[src/rtl/sym45_nrzi_tx.sv]
module sym45_nrzi_tx #(
  parameter logic [3:0] FILL_NIB = 4'h0
) (
  input  logic       clk,
  input  logic       rst_n,
  input  logic       bit_en,
  input  logic       nib_valid,
  input  logic [3:0] nib_data,
  input  logic       nib_esc,
  output logic       nib_ready,
  output logic       line_out
);

  localparam int SYM_W = 5;
  localparam int POS_W = $clog2(SYM_W);
  localparam logic [POS_W-1:0] LAST_POS = POS_W'(SYM_W - 1);

  function automatic logic [SYM_W-1:0] enc45(input logic [3:0] d, input logic esc);
    logic [SYM_W-1:0] s;
    if (esc) s = 5'b00010;
    else begin
      case (d)
        4'h0:    s = 5'b10101;
        4'h4:    s = 5'b00111;
        4'h8:    s = 5'b10010;
        4'hC:    s = 5'b10111;
        default: s = {d[3], 1'b1, d[2:0]};
      endcase
    end
    return s;
  endfunction

  localparam logic [SYM_W-1:0] FILL_SYM = enc45(FILL_NIB, 1'b0);

  logic [SYM_W-1:0] sh;
  logic [POS_W-1:0] pos;
  logic             line_q;

  wire last_bit = (pos == LAST_POS);
  wire take     = nib_ready & nib_valid;
  wire [SYM_W-1:0] next_sym = take ? enc45(nib_data, nib_esc) : FILL_SYM;

  assign nib_ready = bit_en & last_bit;
  assign line_out  = line_q;

  always_ff @(posedge clk) begin
    if (!rst_n) begin
      sh     <= FILL_SYM;
      pos    <= '0;
      line_q <= 1'b0;
    end else if (bit_en) begin
      line_q <= line_q ^ sh[SYM_W-1];
      if (last_bit) begin
        sh  <= next_sym;
        pos <= '0;
      end else begin
        sh  <= {sh[SYM_W-2:0], 1'b0};
        pos <= POS_W'(pos + 1'b1);
      end
    end
  end

  logic [3:0] zrun;
  always_ff @(posedge clk) begin
    if (!rst_n) zrun <= '0;
    else if (bit_en) zrun <= sh[SYM_W-1] ? 4'd0 : 4'(zrun + 1'b1);
  end


  hold_no_en_chk: assert property (@(posedge clk) disable iff (!rst_n)
    !bit_en |=> $stable(line_out));


  toggle_on_one_chk: assert property (@(posedge clk) disable iff (!rst_n)
    (bit_en && sh[SYM_W-1]) |=> (line_out != $past(line_out)));


  ready_slot_chk: assert property (@(posedge clk) disable iff (!rst_n)
    nib_ready |=> (pos == '0));


  esc_sym_chk: assert property (@(posedge clk) disable iff (!rst_n)
    (nib_ready && nib_valid && nib_esc) |=> (sh == 5'b00010));


  filler_chk: assert property (@(posedge clk) disable iff (!rst_n)
    (nib_ready && !nib_valid) |=> (sh == FILL_SYM));


  run_len_chk: assert property (@(posedge clk) disable iff (!rst_n)
    zrun <= 4'd5);


  pos_range_chk: assert property (@(posedge clk) disable iff (!rst_n)
    pos <= LAST_POS);

endmodule

[config.mk]
export PLATFORM = sky130hd
export DESIGN_NAME = sym45_nrzi_tx
export DESIGN_NICKNAME = d
export VERILOG_FILES = /design/src/rtl/sym45_nrzi_tx.sv
export SDC_FILE = /design/constraint.sdc
export NUM_CORES = 1
export LEC_CHECK = 0
export ABC_CLOCK_PERIOD_IN_PS = 1400
export BUFFER_PORTS_ARGS = -buffer_cell sky130_fd_sc_hd__buf_2
export CORE_AREA = 10 10 47 49
export CTS_CLUSTER_DIAMETER = 60
export DETAILED_ROUTE_END_ITERATION = 12
export DIE_AREA = 0 0 57 59
export GPL_ROUTABILITY_DRIVEN = 0
export GPL_TIMING_DRIVEN = 0
export PLACE_DENSITY = 0.59
export SLEW_MARGIN = 20
export SYNTH_ARGS = -nofsm -noshare
export SYNTH_HDL_FRONTEND = slang
export SYNTH_SLANG_ARGS = --single-unit
export TNS_END_PERCENT = 20
[constraint.sdc]
create_clock -name clk -period 1.4 [get_ports clk]
set_input_delay 0.14 -clock clk [delete_from_list [all_inputs] [get_ports clk]]
set_output_delay 0.14 -clock clk [all_outputs]
set_load 0.01 [all_outputs]
==> impl_results.html <==
<table>
<tr><th>Metric</th><th>Value</th></tr>
<tr><th colspan="2">Status</th></tr>
<tr><td>Outcome</td><td>finished clean</td></tr>
<tr><th colspan="2">Routing</th></tr>
<tr><td>Avg Vias per Cell</td><td>5.14</td></tr>
<tr><td>Number of DRC markers after the initial detailed-route iteration</td><td>6</td></tr>
<tr><td>Total wire length</td><td>1.14 mm</td></tr>
<tr><td>Remaining design rule violation count</td><td>0</td></tr>
<tr><td>Number of vias in the routed layout</td><td>463</td></tr>
<tr><td>First-pass DRT Iterations</td><td>2</td></tr>
<tr><td>Post-DR wirelength/cell</td><td>about 13 um</td></tr>
<tr><td>DRT antenna net count</td><td>0</td></tr>
<tr><th colspan="2">Layout</th></tr>
<tr><td>Fin cells</td><td>90</td></tr>
<tr><td>Proportion of layout cells with a drive suffix above 1</td><td>0.378</td></tr>
<tr><td>Most common library cell in the layout ignoring fill and taps</td><td>sky130_fd_sc_hd__buf_2</td></tr>
<tr><td>Post-synthesis to final-layout area growth</td><td>35.0%</td></tr>
<tr><td>Number of nets in the layout</td><td>between 80 and 90</td></tr>
<tr><td>Share of the core filled with cells in the final layout</td><td>0.469</td></tr>
<tr><td>Antenna Diode Count</td><td>0</td></tr>
<tr><td>Most used cells in the layout excluding fill and tap cells</td><td>sky130_fd_sc_hd__buf_2 (11), sky130_fd_sc_hd__dfxtp_1 (7), sky130_fd_sc_hd__inv_1 (6)</td></tr>
<tr><td>Finished layout cell area</td><td>657 um^2</td></tr>
<tr><th colspan="2">Worst setup path</th></tr>
<tr><td>Destination of the worst register-to-register timing path</td><td>sh[4]$_SDFFE_PN1P_</td></tr>
<tr><td>Reg2reg start</td><td>pos[0]$_SDFFE_PN0P_</td></tr>
<tr><td>Data required time of the worst path</td><td>1260 ps</td></tr>
<tr><td>Critical Path Slowest Stage Cell</td><td>sky130_fd_sc_hd__dfxtp_2</td></tr>
<tr><td>Critical path class</td><td>flop to output port</td></tr>
<tr><td>Count of cells along the worst register-to-register path</td><td>5</td></tr>
<tr><td>Crit-path max cell delay</td><td>340 ps</td></tr>
<tr><td>Worst path buffer plus inverter count</td><td>3</td></tr>
<tr><td>Launching element type of the critical path</td><td>flop</td></tr>
<tr><td>Reg-to-reg setup timing slack</td><td>100 ps</td></tr>
<tr><td>Endpoint type of the worst setup path</td><td>output port</td></tr>
<tr><td>Worst path top cell family by delay</td><td>flip-flops</td></tr>
<tr><td>Total stage count of the critical path</td><td>6</td></tr>
<tr><td>Critical path data arrival time</td><td>1190 ps</td></tr>
<tr><td>Highest net fanout along the worst path</td><td>4</td></tr>
<tr><td>Worst-path cell chain</td><td>inv_2 &gt; ha_4 &gt; and2_4 &gt; nand2_2 &gt; inv_1 &gt; buf_2</td></tr>
<tr><th colspan="2">Logic synthesis</th></tr>
<tr><td>Mapped Avg Cell Area</td><td>8.39 um^2</td></tr>
<tr><td>Cell variety after synth</td><td>26</td></tr>
<tr><td>Post-synthesis sequential element count</td><td>9</td></tr>
<tr><td>Share of the synthesized area in the top cell type</td><td>0.370</td></tr>
<tr><td>Biggest area contributors in the synthesized netlist</td><td>sky130_fd_sc_hd__dfxtp_1 (37%), sky130_fd_sc_hd__inv_1 (6.2%), sky130_fd_sc_hd__o221ai_1 (5.4%), sky130_fd_sc_hd__ha_1 (5.1%), sky130_fd_sc_hd__o21ai_0 (5.1%)</td></tr>
<tr><td>Yosys top cell by area</td><td>sky130_fd_sc_hd__dfxtp_1</td></tr>
<tr><td>Net count after synthesis</td><td>69</td></tr>
<tr><td>Synthesized cell area</td><td>487 um^2</td></tr>
<tr><td>Proportion of synthesized chip area in sequential cells</td><td>0.370</td></tr>
<tr><td>Synth warn</td><td>0</td></tr>
<tr><td>Cell count after synthesis</td><td>58</td></tr>
<tr><th colspan="2">Global route</th></tr>
<tr><td>First-pass GRT wire length</td><td>1.90 mm</td></tr>
<tr><td>Initial antenna violation count</td><td>0</td></tr>
<tr><td>Global Route Usage Sum</td><td>0.0690</td></tr>
<tr><td>Aggregate global routing overflow</td><td>0</td></tr>
<tr><td>Pin count of the biggest net entering global routing</td><td>11</td></tr>
<tr><td>Via count of the first global-routing pass</td><td>a little under 500</td></tr>
<tr><th colspan="2">Place</th></tr>
<tr><td>DP Wirelength</td><td>815 um</td></tr>
<tr><td>Port Buffer Count</td><td>9</td></tr>
<tr><td>Placed cell count</td><td>83</td></tr>
<tr><td>Total cell area at the placement stage</td><td>552 um^2</td></tr>
<tr><th colspan="2">Pwr</th></tr>
<tr><td>Tot Pwr</td><td>0.598 mW</td></tr>
<tr><td>Power per standard cell area</td><td>911 nW/um^2</td></tr>
<tr><td>Max IR drop VDD</td><td>434 uV</td></tr>
<tr><td>Leak</td><td>roughly 0.28 nW</td></tr>
<tr><th colspan="2">STA</th></tr>
<tr><td>Count of pins over their slew limit</td><td>0</td></tr>
<tr><td>Final setup skew</td><td>0.241 ps</td></tr>
<tr><td>Hold Slack</td><td>149 ps</td></tr>
<tr><td>Slew at the pin closest to its max-slew limit</td><td>488 ps</td></tr>
<tr><td>Crit path time final</td><td>~1300 ps</td></tr>
<tr><td>Final hold violations</td><td>0</td></tr>
<tr><td>Relative max-transition margin</td><td>0.672</td></tr>
<tr><td>Max Fclk</td><td>roughly 750 MHz</td></tr>
<tr><td>Final setup vio count</td><td>0</td></tr>
<tr><td>Post-route clock period utilization</td><td>0.948</td></tr>
<tr><th colspan="2">Floorplanning</th></tr>
<tr><td>Effective utilization at floorplan</td><td>0.347</td></tr>
<tr><td>Floorplan die width</td><td>roughly 57 um</td></tr>
<tr><td>Die span in y</td><td>59 um</td></tr>
<tr><td>Area of the die</td><td>3360 um^2</td></tr>
<tr><td>Number of cell rows</td><td>14</td></tr>
<tr><td>I/O pin total</td><td>11</td></tr>
<tr><td>Core area</td><td>1400 um^2</td></tr>
<tr><th colspan="2">Clock tree</th></tr>
<tr><td>Clock-pin slew reported for the worst setup and hold paths after clock tree synthesis</td><td>60 ps</td></tr>
<tr><td>Clk root buf</td><td>sky130_fd_sc_hd__clkbuf_4</td></tr>
<tr><td>TritonCTS Buffers</td><td>3</td></tr>
<tr><td>CTS tree</td><td>yes</td></tr>
<tr><td>Max Root-Sink Buffers</td><td>2</td></tr>
<tr><td>Hold-fix buffer count after cts</td><td>0</td></tr>
<tr><td>Clock latency reported for the late side of the worst-skew pair</td><td>between 200 and 300 ps</td></tr>
<tr><td>H-tree levels</td><td>1</td></tr>
<tr><td># clock sinks</td><td>9</td></tr>
<tr><th colspan="2">Worst hold path</th></tr>
<tr><td>Hold path start</td><td>rst_n</td></tr>
<tr><td>Worst hold-check path type</td><td>primary input to flop</td></tr>
<tr><td>Count of cells along the worst hold path</td><td>2</td></tr>
<tr><td>Worst Hold End</td><td>sh[4]$_SDFFE_PN1P_</td></tr>
<tr><th colspan="2">Flow run</th></tr>
<tr><td>Reported max-cap violation count</td><td>0</td></tr>
</table>
==> power breakdown <==
part           leakage, nW  switching, mW  internal, mW
Combinational        0.194         0.0589        0.0527
Sequential          0.0754         0.0117         0.277
Clock               0.0150         0.0883         0.110
Total                0.285          0.159         0.440
==> cell families (layout without fill, tap and decap cells) <==
kind of cell | Yosys count | count (layout) | share of synthesized area
AO/OA/AOI/OAI | 19 | 19 | 0.280
XOR/XNOR | 1 | 1 | 0.0180
adder cells (fa/ha/maj) | 2 | 2 | 0.0514
buffers and inverters | 10 | 26 | 0.0823
flip-flops | 9 | 9 | 0.370
multiplexers | 1 | 1 | 0.0206
AND/OR/NAND/NOR | 16 | 16 | 0.177
==> state kept, by name, summed over array words and instances, names as in the netlist <==
name and cells:
pos 3, sh 5, line_out 1
==> cell type report <==
class | count | area [um^2]
inverters | 8 | 30.0
plain buffers | 2 | 10.0
repair buffers | 12 | 67.6
flip-flops and latches | 9 | 183
clock buffers | 4 | 26.3
well taps | 16 | 20.0
fillers | 146 | 744
multi-input cells | 39 | 320
==> worst reg2reg max path: stages, from the launching register on <==
cell and delay, ps:
sky130_fd_sc_hd__dfxtp_2 330, sky130_fd_sc_hd__inv_2 60, sky130_fd_sc_hd__ha_4 140, sky130_fd_sc_hd__nand2_2 130, sky130_fd_sc_hd__a2111oi_4 350, sky130_fd_sc_hd__o221ai_1 160
==> synth_stat cells (all sizes together) <==
| master | instances |
|---|---|
| a2111oi | 2 |
| a211o | 1 |
| a21boi | 2 |
| a21oi | 1 |
| a221oi | 1 |
| a31oi | 2 |
| and2 | 2 |
| buf | 2 |
| dfxtp | 9 |
| ha | 2 |
| inv | 8 |
| mux2i | 1 |
| nand2 | 6 |
| nand2b | 2 |
| nand3 | 1 |
| nand3b | 1 |
| nor2 | 1 |
| nor2b | 1 |
| nor4 | 2 |
| o2111ai | 1 |
| o21ai | 5 |
| o21bai | 1 |
| o221ai | 3 |
| xnor2 | 1 |
==> per-layer routing <==
| layer | up-vias | GRT usage | wire [um] |
|---|---|---|---|
| li1 | 240 | - | - |
| met1 | 210 | 0.0733 | 559 |
| met2 | 11 | 0.109 | 501 |
| met3 | 2 | 0.0215 | 53 |
| met4 | 0 | 0.0604 | 24 |
| met5 | - | 0 | 0 |
==> through the flow <==
stage                     setup TNS [ps]  worst slack, ps
final                                  0             73.1
after detailed placement            -124             -102
after global placement              -174             -112
after CTS                              0             12.3
after global routing              -0.598           -0.598
after floorplan                        0              109
==> worst max path at each step <==
| stage | endpoint | from | slack (ps) |
|---|---|---|---|
| finish | nib_ready | pos[0]$_SDFFE_PN0P_ | 70 |
| global route | nib_ready | pos[0]$_SDFFE_PN0P_ | -0.6 |
| CTS | nib_ready | pos[1]$_SDFFE_PN0P_ | 10 |
| detailed placement | sh[4]$_SDFFE_PN1P_ | pos[0]$_SDFFE_PN0P_ | -100 |
| global placement | sh[4]$_SDFFE_PN1P_ | pos[0]$_SDFFE_PN0P_ | -110 |
| floorplan | sh[2]$_SDFFE_PN1P_ | pos[0]$_SDFFE_PN0P_ | 110 |
==> timing repair <==
item                                    4_1_cts  5_1_grt
endpoints found under the setup margin        3        3
gates resized for setup                       8        6
setup buffers                                 1        2
No activity file was read; power rests on OpenSTA's default activity.
